### src/rtl/baudgen_pkg.sv
package baudgen_pkg;
  localparam int PRESCALE = 13;
  localparam int BYTE_W   = 8;
  localparam int DIV_W    = 2 * BYTE_W;

  typedef struct packed {
    logic loadLo;   // write low byte and reload counter
    logic loadHi;   // write high byte and reload counter
    logic reload;   // terminal count reached on enable
    logic decr;     // step counter down on enable
  } dpStrobes_t;
endpackage

### src/rtl/baudgen_ctrl.sv
module baudgen_ctrl
  import baudgen_pkg::*;
#(
  parameter int PRE_DIV = PRESCALE
) (
  input  logic       clk,
  input  logic       rst,
  input  logic       wrEn,
  input  logic       wrSel,
  input  logic       cntIsOne,
  input  logic       cntIsZero,
  output dpStrobes_t strb,
  output logic       preEn,
  output logic       tick
);
  localparam int PW = (PRE_DIV > 1) ? $clog2(PRE_DIV) : 1;
  localparam logic [PW-1:0] PRE_LAST = PW'(PRE_DIV - 1);

  logic [PW-1:0] preCnt;

  always_ff @(posedge clk) begin
    if (rst) begin
      preCnt <= '0;
    end else if (preCnt == PRE_LAST) begin
      preCnt <= '0;
    end else begin
      preCnt <= preCnt + 1'b1;
    end
  end

  assign preEn = (preCnt == PRE_LAST);

  always_comb begin
    strb.loadLo = wrEn && !wrSel;
    strb.loadHi = wrEn && wrSel;
    strb.reload = preEn && !wrEn && cntIsOne;
    strb.decr   = preEn && !wrEn && !cntIsOne && !cntIsZero;
  end

  always_ff @(posedge clk) begin
    if (rst) begin
      tick <= 1'b0;
    end else begin
      tick <= strb.reload;
    end
  end
endmodule

### src/rtl/baudgen_dp.sv
module baudgen_dp
  import baudgen_pkg::*;
#(
  parameter int BW = BYTE_W
) (
  input  logic          clk,
  input  logic          rst,
  input  dpStrobes_t    strb,
  input  logic [BW-1:0] wrData,
  input  logic          rdSel,
  output logic [BW-1:0] rdData,
  output logic          cntIsOne,
  output logic          cntIsZero,
  output logic [2*BW-1:0] divValue,
  output logic [2*BW-1:0] cntValue
);
  localparam int DW = 2 * BW;

  logic [BW-1:0] divLo;
  logic [BW-1:0] divHi;
  logic [DW-1:0] nextDiv;
  logic [DW-1:0] cnt;

  always_comb begin
    nextDiv = {divHi, divLo};
    if (strb.loadLo) nextDiv[BW-1:0]  = wrData;
    if (strb.loadHi) nextDiv[DW-1:BW] = wrData;
  end

  always_ff @(posedge clk) begin
    if (rst) begin
      divLo <= '0;
      divHi <= '0;
      cnt   <= '0;
    end else begin
      divLo <= nextDiv[BW-1:0];
      divHi <= nextDiv[DW-1:BW];
      if (strb.loadLo || strb.loadHi) begin
        cnt <= nextDiv;
      end else if (strb.reload) begin
        cnt <= {divHi, divLo};
      end else if (strb.decr) begin
        cnt <= cnt - 1'b1;
      end
    end
  end

  assign cntIsOne  = (cnt == DW'(1));
  assign cntIsZero = (cnt == '0);
  assign rdData    = rdSel ? divHi : divLo;
  assign divValue  = {divHi, divLo};
  assign cntValue  = cnt;
endmodule

### src/rtl/baudgen.sv
module baudgen
  import baudgen_pkg::*;
(
  input  logic              clk,
  input  logic              rst,
  input  logic              wrEn,
  input  logic              wrSel,
  input  logic [BYTE_W-1:0] wrData,
  input  logic              rdSel,
  output logic [BYTE_W-1:0] rdData,
  output logic              tick
);
  dpStrobes_t       strb;
  logic             preEn;
  logic             cntIsOne;
  logic             cntIsZero;
  logic [DIV_W-1:0] divValue;
  logic [DIV_W-1:0] cntValue;

  baudgen_ctrl #(.PRE_DIV(PRESCALE)) u_ctrl (
    .clk(clk), .rst(rst), .wrEn(wrEn), .wrSel(wrSel),
    .cntIsOne(cntIsOne), .cntIsZero(cntIsZero),
    .strb(strb), .preEn(preEn), .tick(tick)
  );

  baudgen_dp #(.BW(BYTE_W)) u_dp (
    .clk(clk), .rst(rst), .strb(strb), .wrData(wrData),
    .rdSel(rdSel), .rdData(rdData),
    .cntIsOne(cntIsOne), .cntIsZero(cntIsZero),
    .divValue(divValue), .cntValue(cntValue)
  );
endmodule

### config.mk
export PLATFORM = sky130hd
export DESIGN_NAME = baudgen
export DESIGN_NICKNAME = d
export VERILOG_FILES = /design/src/rtl/baudgen_pkg.sv /design/src/rtl/baudgen_ctrl.sv /design/src/rtl/baudgen_dp.sv /design/src/rtl/baudgen.sv
export SDC_FILE = /design/constraint.sdc
export NUM_CORES = 1
export LEC_CHECK = 0
export BUFFER_PORTS_ARGS = -buffer_cell sky130_fd_sc_hd__buf_2
export CORE_ASPECT_RATIO = 0.7
export CORE_MARGIN = 8
export CORE_UTILIZATION = 55
export CTS_BUF_LIST = sky130_fd_sc_hd__clkbuf_4
export DETAILED_ROUTE_END_ITERATION = 7
export GPL_TIMING_DRIVEN = 0
export PLACE_DENSITY = 0.78
export SYNTH_ARGS = -nofsm -noshare
export SYNTH_HDL_FRONTEND = slang
export SYNTH_SLANG_ARGS = --single-unit
### constraint.sdc
create_clock -name clk -period 2.2 [get_ports clk]
set_input_delay 0.55 -clock clk [delete_from_list [all_inputs] [get_ports clk]]
set_output_delay 0.55 -clock clk [all_outputs]
set_load 0.02 [all_outputs]
==> results of run 1 <==
==> cell type report <==
type / instances / share of cell area [%]
flip-flops and latches: 37 / 30.0
repair buffers: 24 / 5.40
clock inverters: 2 / 0.400
inverters: 6 / 0.900
well taps: 52 / 2.60
plain buffers: 17 / 3.30
clock buffers: 6 / 1.80
multi-input cells: 202 / 55.6
==> stage by stage <==
step | setup slack [ns] | power (W) | hold slack, ns | cells | utilization (%)
2_1_floorplan | 0.128 | 0.000984 | 0.446 | 263 | -
5_1_grt | -0.0213 | 0.00153 | 0.450 | 346 | 65.0
4_1_cts | 0.00636 | 0.00144 | 0.449 | 340 | 62.2
3_3_place_gp | -0.216 | 0.00106 | 0.470 | 333 | 60.2
6_report | 0.0948 | 0.00148 | 0.446 | 346 | 65.0
3_5_place_dp | -0.235 | 0.00107 | 0.482 | 333 | 60.2
==> routing by layer <==
metal	up-vias	wire, µm
li1	1020	-
met1	1016	2860
met2	95	2640
met3	8	474
met4	0	69
met5	-	0
==> report_power, final <==
part	internal (W)	total, W	switching [W]
combinational	0.000151	0.000340	0.000189
sequential	0.000709	0.000759	0.0000493
clock	0.000134	0.000378	0.000244
==> critical path, stage by stage, from the launching register on <==
cell and delay [ns]:
dfxtp_1 0.34, or4_4 0.56, nor2b_4 0.22, and2_4 0.22, buf_6 0.15, nor2_1 0.05, o31a_1 0.28, a211oi_2 0.20
==> synthesized netlist by cell type (3+ instances only) <==
master | instances | area [µm²]
nand3_1 | 11 | 55.1
o21ai_0 | 4 | 20.0
clkbuf_1 | 14 | 52.6
nor4_1 | 3 | 18.8
o32ai_1 | 5 | 43.8
mux2_2 | 14 | 158
mux2i_1 | 8 | 80.1
ha_1 | 4 | 50.1
a21oi_1 | 29 | 145
a311oi_1 | 3 | 26.3
nor2_1 | 16 | 60.1
dfxtp_1 | 37 | 741
inv_1 | 6 | 22.5
nor3_1 | 8 | 40.0
nand2b_1 | 4 | 25.0
xor2_1 | 4 | 35.0
nand2_1 | 40 | 150
a211oi_1 | 5 | 37.5
xnor2_1 | 6 | 52.6
==> cells by family (layout without fill, tap and decap cells) <==
logic type | count (synthesis) | in the layout | share of synthesized area, %
and+or+nand+nor | 100 | 100 | 22.9
AOI/OAI and AO/OA | 66 | 66 | 20.6
DFF | 37 | 37 | 34.2
buffers and inverters | 24 | 55 | 4.91
muxes | 22 | 22 | 11.0
xor gates and xnor gates | 10 | 10 | 4.05
adders and majority gates | 4 | 4 | 2.31
==> what timing repair did <==
| action | 4_1_cts | 5_1_grt |
|---|---|---|
| buffers inserted | 0 | 6 |
| gates resized for setup | 8 | 20 |
| pin swaps | 0 | 3 |
| setup endpoints to repair | 13 | 14 |
| cloned | 0 | 0 |
==> how the worst max path moves through the flow <==
stage	start	endpoint	slack [ns]	cells after the start
finish	u_dp.cntValue[11]	u_dp.cntValue[8]	0.09	7
global route	u_ctrl.preCnt[0]	u_dp.cntValue[6]	-0.02	8
CTS	u_dp.cntValue[0]	u_dp.cntValue[7]	0.006	9
detailed placement	u_ctrl.preCnt[0]	u_dp.cntValue[3]	-0.24	10
global placement	u_dp.cntValue[0]	u_dp.cntValue[6]	-0.22	8
floorplan	u_ctrl.preCnt[0]	u_dp.cntValue[3]	0.13	10
==> cell usage in the layout, fill, tap and decap left out, types with 2 or more instances in the layout <==
| cell | netlist | final |
|---|---|---|
| nor3_1 | 8 | 8 |
| a22oi_1 | 2 | 2 |
| nand2b_1 | 4 | 4 |
| o41ai_1 | 2 | 2 |
| a211o_1 | 2 | 2 |
| dfxtp_1 | 37 | 31 |
| buf_2 | 1 | 18 |
| a311oi_1 | 3 | 2 |
| o21ai_0 | 4 | 2 |
| buf_4 | 0 | 7 |
| or3_1 | 2 | 2 |
| nor2b_1 | 2 | 2 |
| clkbuf_1 | 14 | 13 |
| ha_1 | 4 | 3 |
| o21ai_2 | 0 | 2 |
| o32ai_1 | 5 | 5 |
| a31o_2 | 2 | 2 |
| mux2i_1 | 8 | 8 |
| clkbuf_4 | 0 | 6 |
| mux2_2 | 14 | 14 |
| nand3_1 | 11 | 11 |
| a211oi_1 | 5 | 5 |
| dfxtp_2 | 0 | 5 |
| a21oi_1 | 29 | 28 |
| nor2_1 | 16 | 15 |
| buf_6 | 2 | 2 |
| xor2_1 | 4 | 4 |
| and2_4 | 1 | 2 |
| nand2_1 | 40 | 39 |
| nor4_1 | 3 | 2 |
| inv_1 | 6 | 6 |
| clkinv_2 | 0 | 2 |
| xnor2_1 | 6 | 6 |
==> state kept, by name (all words and copies together), names as in the netlist <==
register	count
u_dp.cntValue	16
u_ctrl.preCnt	4
u_dp.divHi	8
u_ctrl.tick	1
u_dp.divLo	8
==> flow_summary.ini, run 1 <==
[synthesis]
async_flop_share_pct = 0
synth_edf_count = 0
netlist_area_um2 = 2160
syn_avg_cell_area_um2 = 8.23
dominantRegCellSynth = dfxtp_1
postSynthNetCount = 280
ys_types = 53
yosysSeqAreaShare_pct = 34.2
ys.warnings.count = 0
ys_seq_elements = 37
syn_inst = 263

[timing]
worstMarginPinSlew_ns = 0.619
setup_viol = 0
period_minus_slack_ns = 2.11
finalCritPeriodShare_pct = 95.7
timing.setup.tns_ns = 0
slew_violations = 0
hold_viol_final = 0
rsz0062_at_grt = true
clock_skew_ns = 0.0174
fmax_mhz = 475
relSlewSlack_pct = 58.7

[clocking]
cts_tree = yes
clk_pin_slew_ns = 0.12
cts_sinks = 37
hold_buffers = 0
clock-root-buffer = clkbuf_4
insertion_delay_ns = 0.36
ctsHtreeMaxLevel = 2
cts.path.max_buffers = 2
cts_buffers = 5

[final_layout]
layout.nets = 310
final_cell_area_um2 = 2500
fillers = 351
regArea_um2 = 751
multiInputGateArea_um2 = 1390
diodes = 0
drive_gt1_share_pct = 26.2
area_growth_pct = 15.6

[min_path]
worst_hold_path.endpoint = u_ctrl.preCnt[0]
hold_path.class = flip-flop to flip-flop
min-delay-start = u_ctrl.preCnt[0]
hold_depth = 1

[place]
placed_cell_area_um2 = 2320
portBuffers = 18
hpwlAfterDp_um = 4440
routabilityCongestion = 0.895

[setup_path]
cp-start-kind = flip-flop
cp.required_ns = 2.48
cp_max_fo = 10
crit_type = flip-flop to flip-flop
r2r_cells = 7
reg2reg_slack_ns = 0.09
cp.arrival_ns = 2.39
rr_startpoint = u_dp.cntValue[11]
r2r-end = u_dp.cntValue[8]
end_kind = flip-flop

[floorplanning]
die_w_um = 91.0
pin_count = 22
die-area_um2 = 6230
rows = 19
coreArea_um2 = 3850
fp.dieH_um = 68.5
start_util_pct = 56.2

[global_route]
grtUsageMet1_pct = 27.9
grt.busiest_layer = met2
grt_pass1_vias = 2028
grt_pass1_wl_um = 9930
antenna_found_initial = 0
grtUsageMet2_pct = 30.9
gr-total-overflow = 0
use_met3_pct = 3.94
track_usage_pct = 20.0
grt_max_degree = 12

[power]
leakagePower_nw = 0.975
p_per_area_nw_per_um2 = 590
ir_worst_vdd_mv = 0.386

[routing]
ant_nets = 0
drt_wl_total_um = 6040
num_vias = 2139
drt_first_pass_iters = 5
wl_per_cell_um = 17.5
viasPerCell = 6.18
initialDrtViolationCount = 174
drc = 0

[job]
maxCapViolCount = 0

[run_status]
outcome = complete, no violations
Power figures use the tool's default switching activity.
==> run 2: changes to the inputs <==
--- a/config.mk
+++ b/config.mk
@@ -12,7 +12,7 @@
 export CTS_BUF_LIST = sky130_fd_sc_hd__clkbuf_4
 export DETAILED_ROUTE_END_ITERATION = 7
 export GPL_TIMING_DRIVEN = 0
-export PLACE_DENSITY = 0.78
+export PLACE_DENSITY = 0.75
 export SYNTH_ARGS = -nofsm -noshare
 export SYNTH_HDL_FRONTEND = slang
 export SYNTH_SLANG_ARGS = --single-unit
==> constraint.sdc (replaced) <==
create_clock -name clk -period 2.3 [get_ports clk]
set_input_delay 0.575 -clock clk [delete_from_list [all_inputs] [get_ports clk]]
set_output_delay 0.575 -clock clk [all_outputs]
set_load 0.02 [all_outputs]
==> flow_summary.ini, run 2 (synthesized netlist as in run 1, its figures left out) <==
[setup_path]
path_buf_inv = 2
critPathMaxStageDelay_ns = 0.59
cp.depth = 8
cpLargestDelayFamily = simple AND/OR/NAND/NOR gates
r2r_cells = 8
cp_max_fo = 10
cp-start-kind = flip-flop
cp.required_ns = 2.59
end_kind = flip-flop
cp.arrival_ns = 2.50
cp_cell_sequence = or4_4 -> nor2b_4 -> buf_4 -> a21boi_4 -> or3_1 -> buf_6 -> o22ai_1 -> a21o_1
slowest_stage = or4_4
crit_type = flip-flop to flip-flop

[final_layout]
final_common_cell = nand2_1
largest_register_ffs = 16
layout.nets = 306
diodes = 0
final_cell_mix = nand2_1, dfxtp_1, a21oi_1, buf_2, nor2_1
area_growth_pct = 13.0
stdcell_count = 342
drive_gt1_share_pct = 21.4
postLayoutCoreUtil_pct = 63.5

[power]
p_per_area_nw_per_um2 = 569
power.total_w = 0.00139
ir_worst_vdd_mv = 0.396
leakagePower_nw = 0.942

[place]
dp_slack_ns = -0.164
routabilityCongestion = 0.896
dp.cells = 333
hpwlAfterDp_um = 4600
portBuffers = 18

[timing]
clock_skew_ns = 0.0133
relSlewSlack_pct = 57.9
finalCritPeriodShare_pct = 96.0
hold_ws_ns = 0.450
setup_viol = 0
fmax_mhz = 453
worstMarginPinSlew_ns = 0.632
hold_viol_final = 0
slew_violations = 0
rsz0062_at_grt = false
period_minus_slack_ns = 2.21
fin_ws_ns = 0.0931

[floorplanning]
coreArea_um2 = 3850
die_w_um = 91.0
die-area_um2 = 6230
start_util_pct = 56.2
fp.dieH_um = 68.5
rows = 19
pin_count = 22

[global_route]
antenna_found_initial = 0
grt_pass1_vias = 2017
track_usage_pct = 20.5
grt_max_degree = 12
gr-total-overflow = 0
grt_pass1_wl_um = 10100

[routing]
ant_nets = 0
viasPerCell = 6.32
drt_first_pass_iters = 6
wl_per_cell_um = 18.9
num_vias = 2161
initialDrtViolationCount = 218
drc = 0
drt_wl_total_um = 6450

[clocking]
ctsHtreeMaxLevel = 2
hold_buffers = 0
cts_buffers = 5
cts_tree = yes
cts.path.max_buffers = 2
insertion_delay_ns = 0.35
clk_pin_slew_ns = 0.12
cts_sinks = 37
clock-root-buffer = clkbuf_4

[job]
maxCapViolCount = 0

[min_path]
hold_path.class = flip-flop to flip-flop
hold_depth = 1

[run_status]
outcome = complete, no violations
-- run 2: changes by cell type in the layout (fill, tap and decap cells not counted), moves of 2 or more --
cell / change
clkinv_1: +2
buf_4: -5
dfxtp_1: +4
dfxtp_2: -3
-- run 2: worst paths after layout --
check,startpoint,endpoint,slack [ns]
min reg2reg,u_ctrl.preCnt[0],u_ctrl.preCnt[0],0.45
max reg2reg,u_dp.cntValue[8],u_dp.cntValue[3],0.09
min,u_ctrl.preCnt[0],u_ctrl.preCnt[0],0.45
max,u_dp.cntValue[8],u_dp.cntValue[3],0.09
-- run 2: power by group --
group / internal (W) / switching, W / total, W
Clock: 0.000111 / 0.000227 / 0.000338
Sequential: 0.000678 / 0.0000500 / 0.000728
Combinational: 0.000140 / 0.000185 / 0.000325
Total: 0.000929 / 0.000462 / 0.00139
-- run 2: layout make-up --
cell class                 count  area (µm²)
sequential                    37         743
timing repair buffer          20         105
multi-input combinational    202        1380
clock inverter                 3        12.5
buffer                        17        80.1
fill                         365        1410
clock buffer                   5        37.5
inverter                       6        22.5
tap                           52        65.1
-- run 2: routing by layer --
layer | vias up | GRT usage [%] | wire length (µm)
met3 | 4 | 5.04 | 568
met4 | 0 | 4.67 | 27
met2 | 117 | 32.0 | 2880
met1 | 1036 | 28.2 | 2970
met5 | - | 0 | 0
li1 | 1004 | - | -
-- run 2: metrics by stage --
stage               TNS, ns  cell area (µm²)
detailed placement   -0.647             2320
finish                    0             2450
CTS                       0             2370
global placement     -0.530             2320
floorplan                 0             2160
global route              0             2450
-- run 2: what timing repair did --
action	in CTS	in global routing
buffers inserted	0	2
endpoints found under the setup margin	10	11
gates resized for setup	3	13
-- run 2: worst register-to-register path, stage by stage, from the launching register on --
cell	delay [ns]
dfxtp_2	0.38
or4_4	0.60
nor2b_4	0.19
buf_4	0.14
a21boi_4	0.08
or3_1	0.34
buf_6	0.16
o22ai_1	0.15
a21o_1	0.12
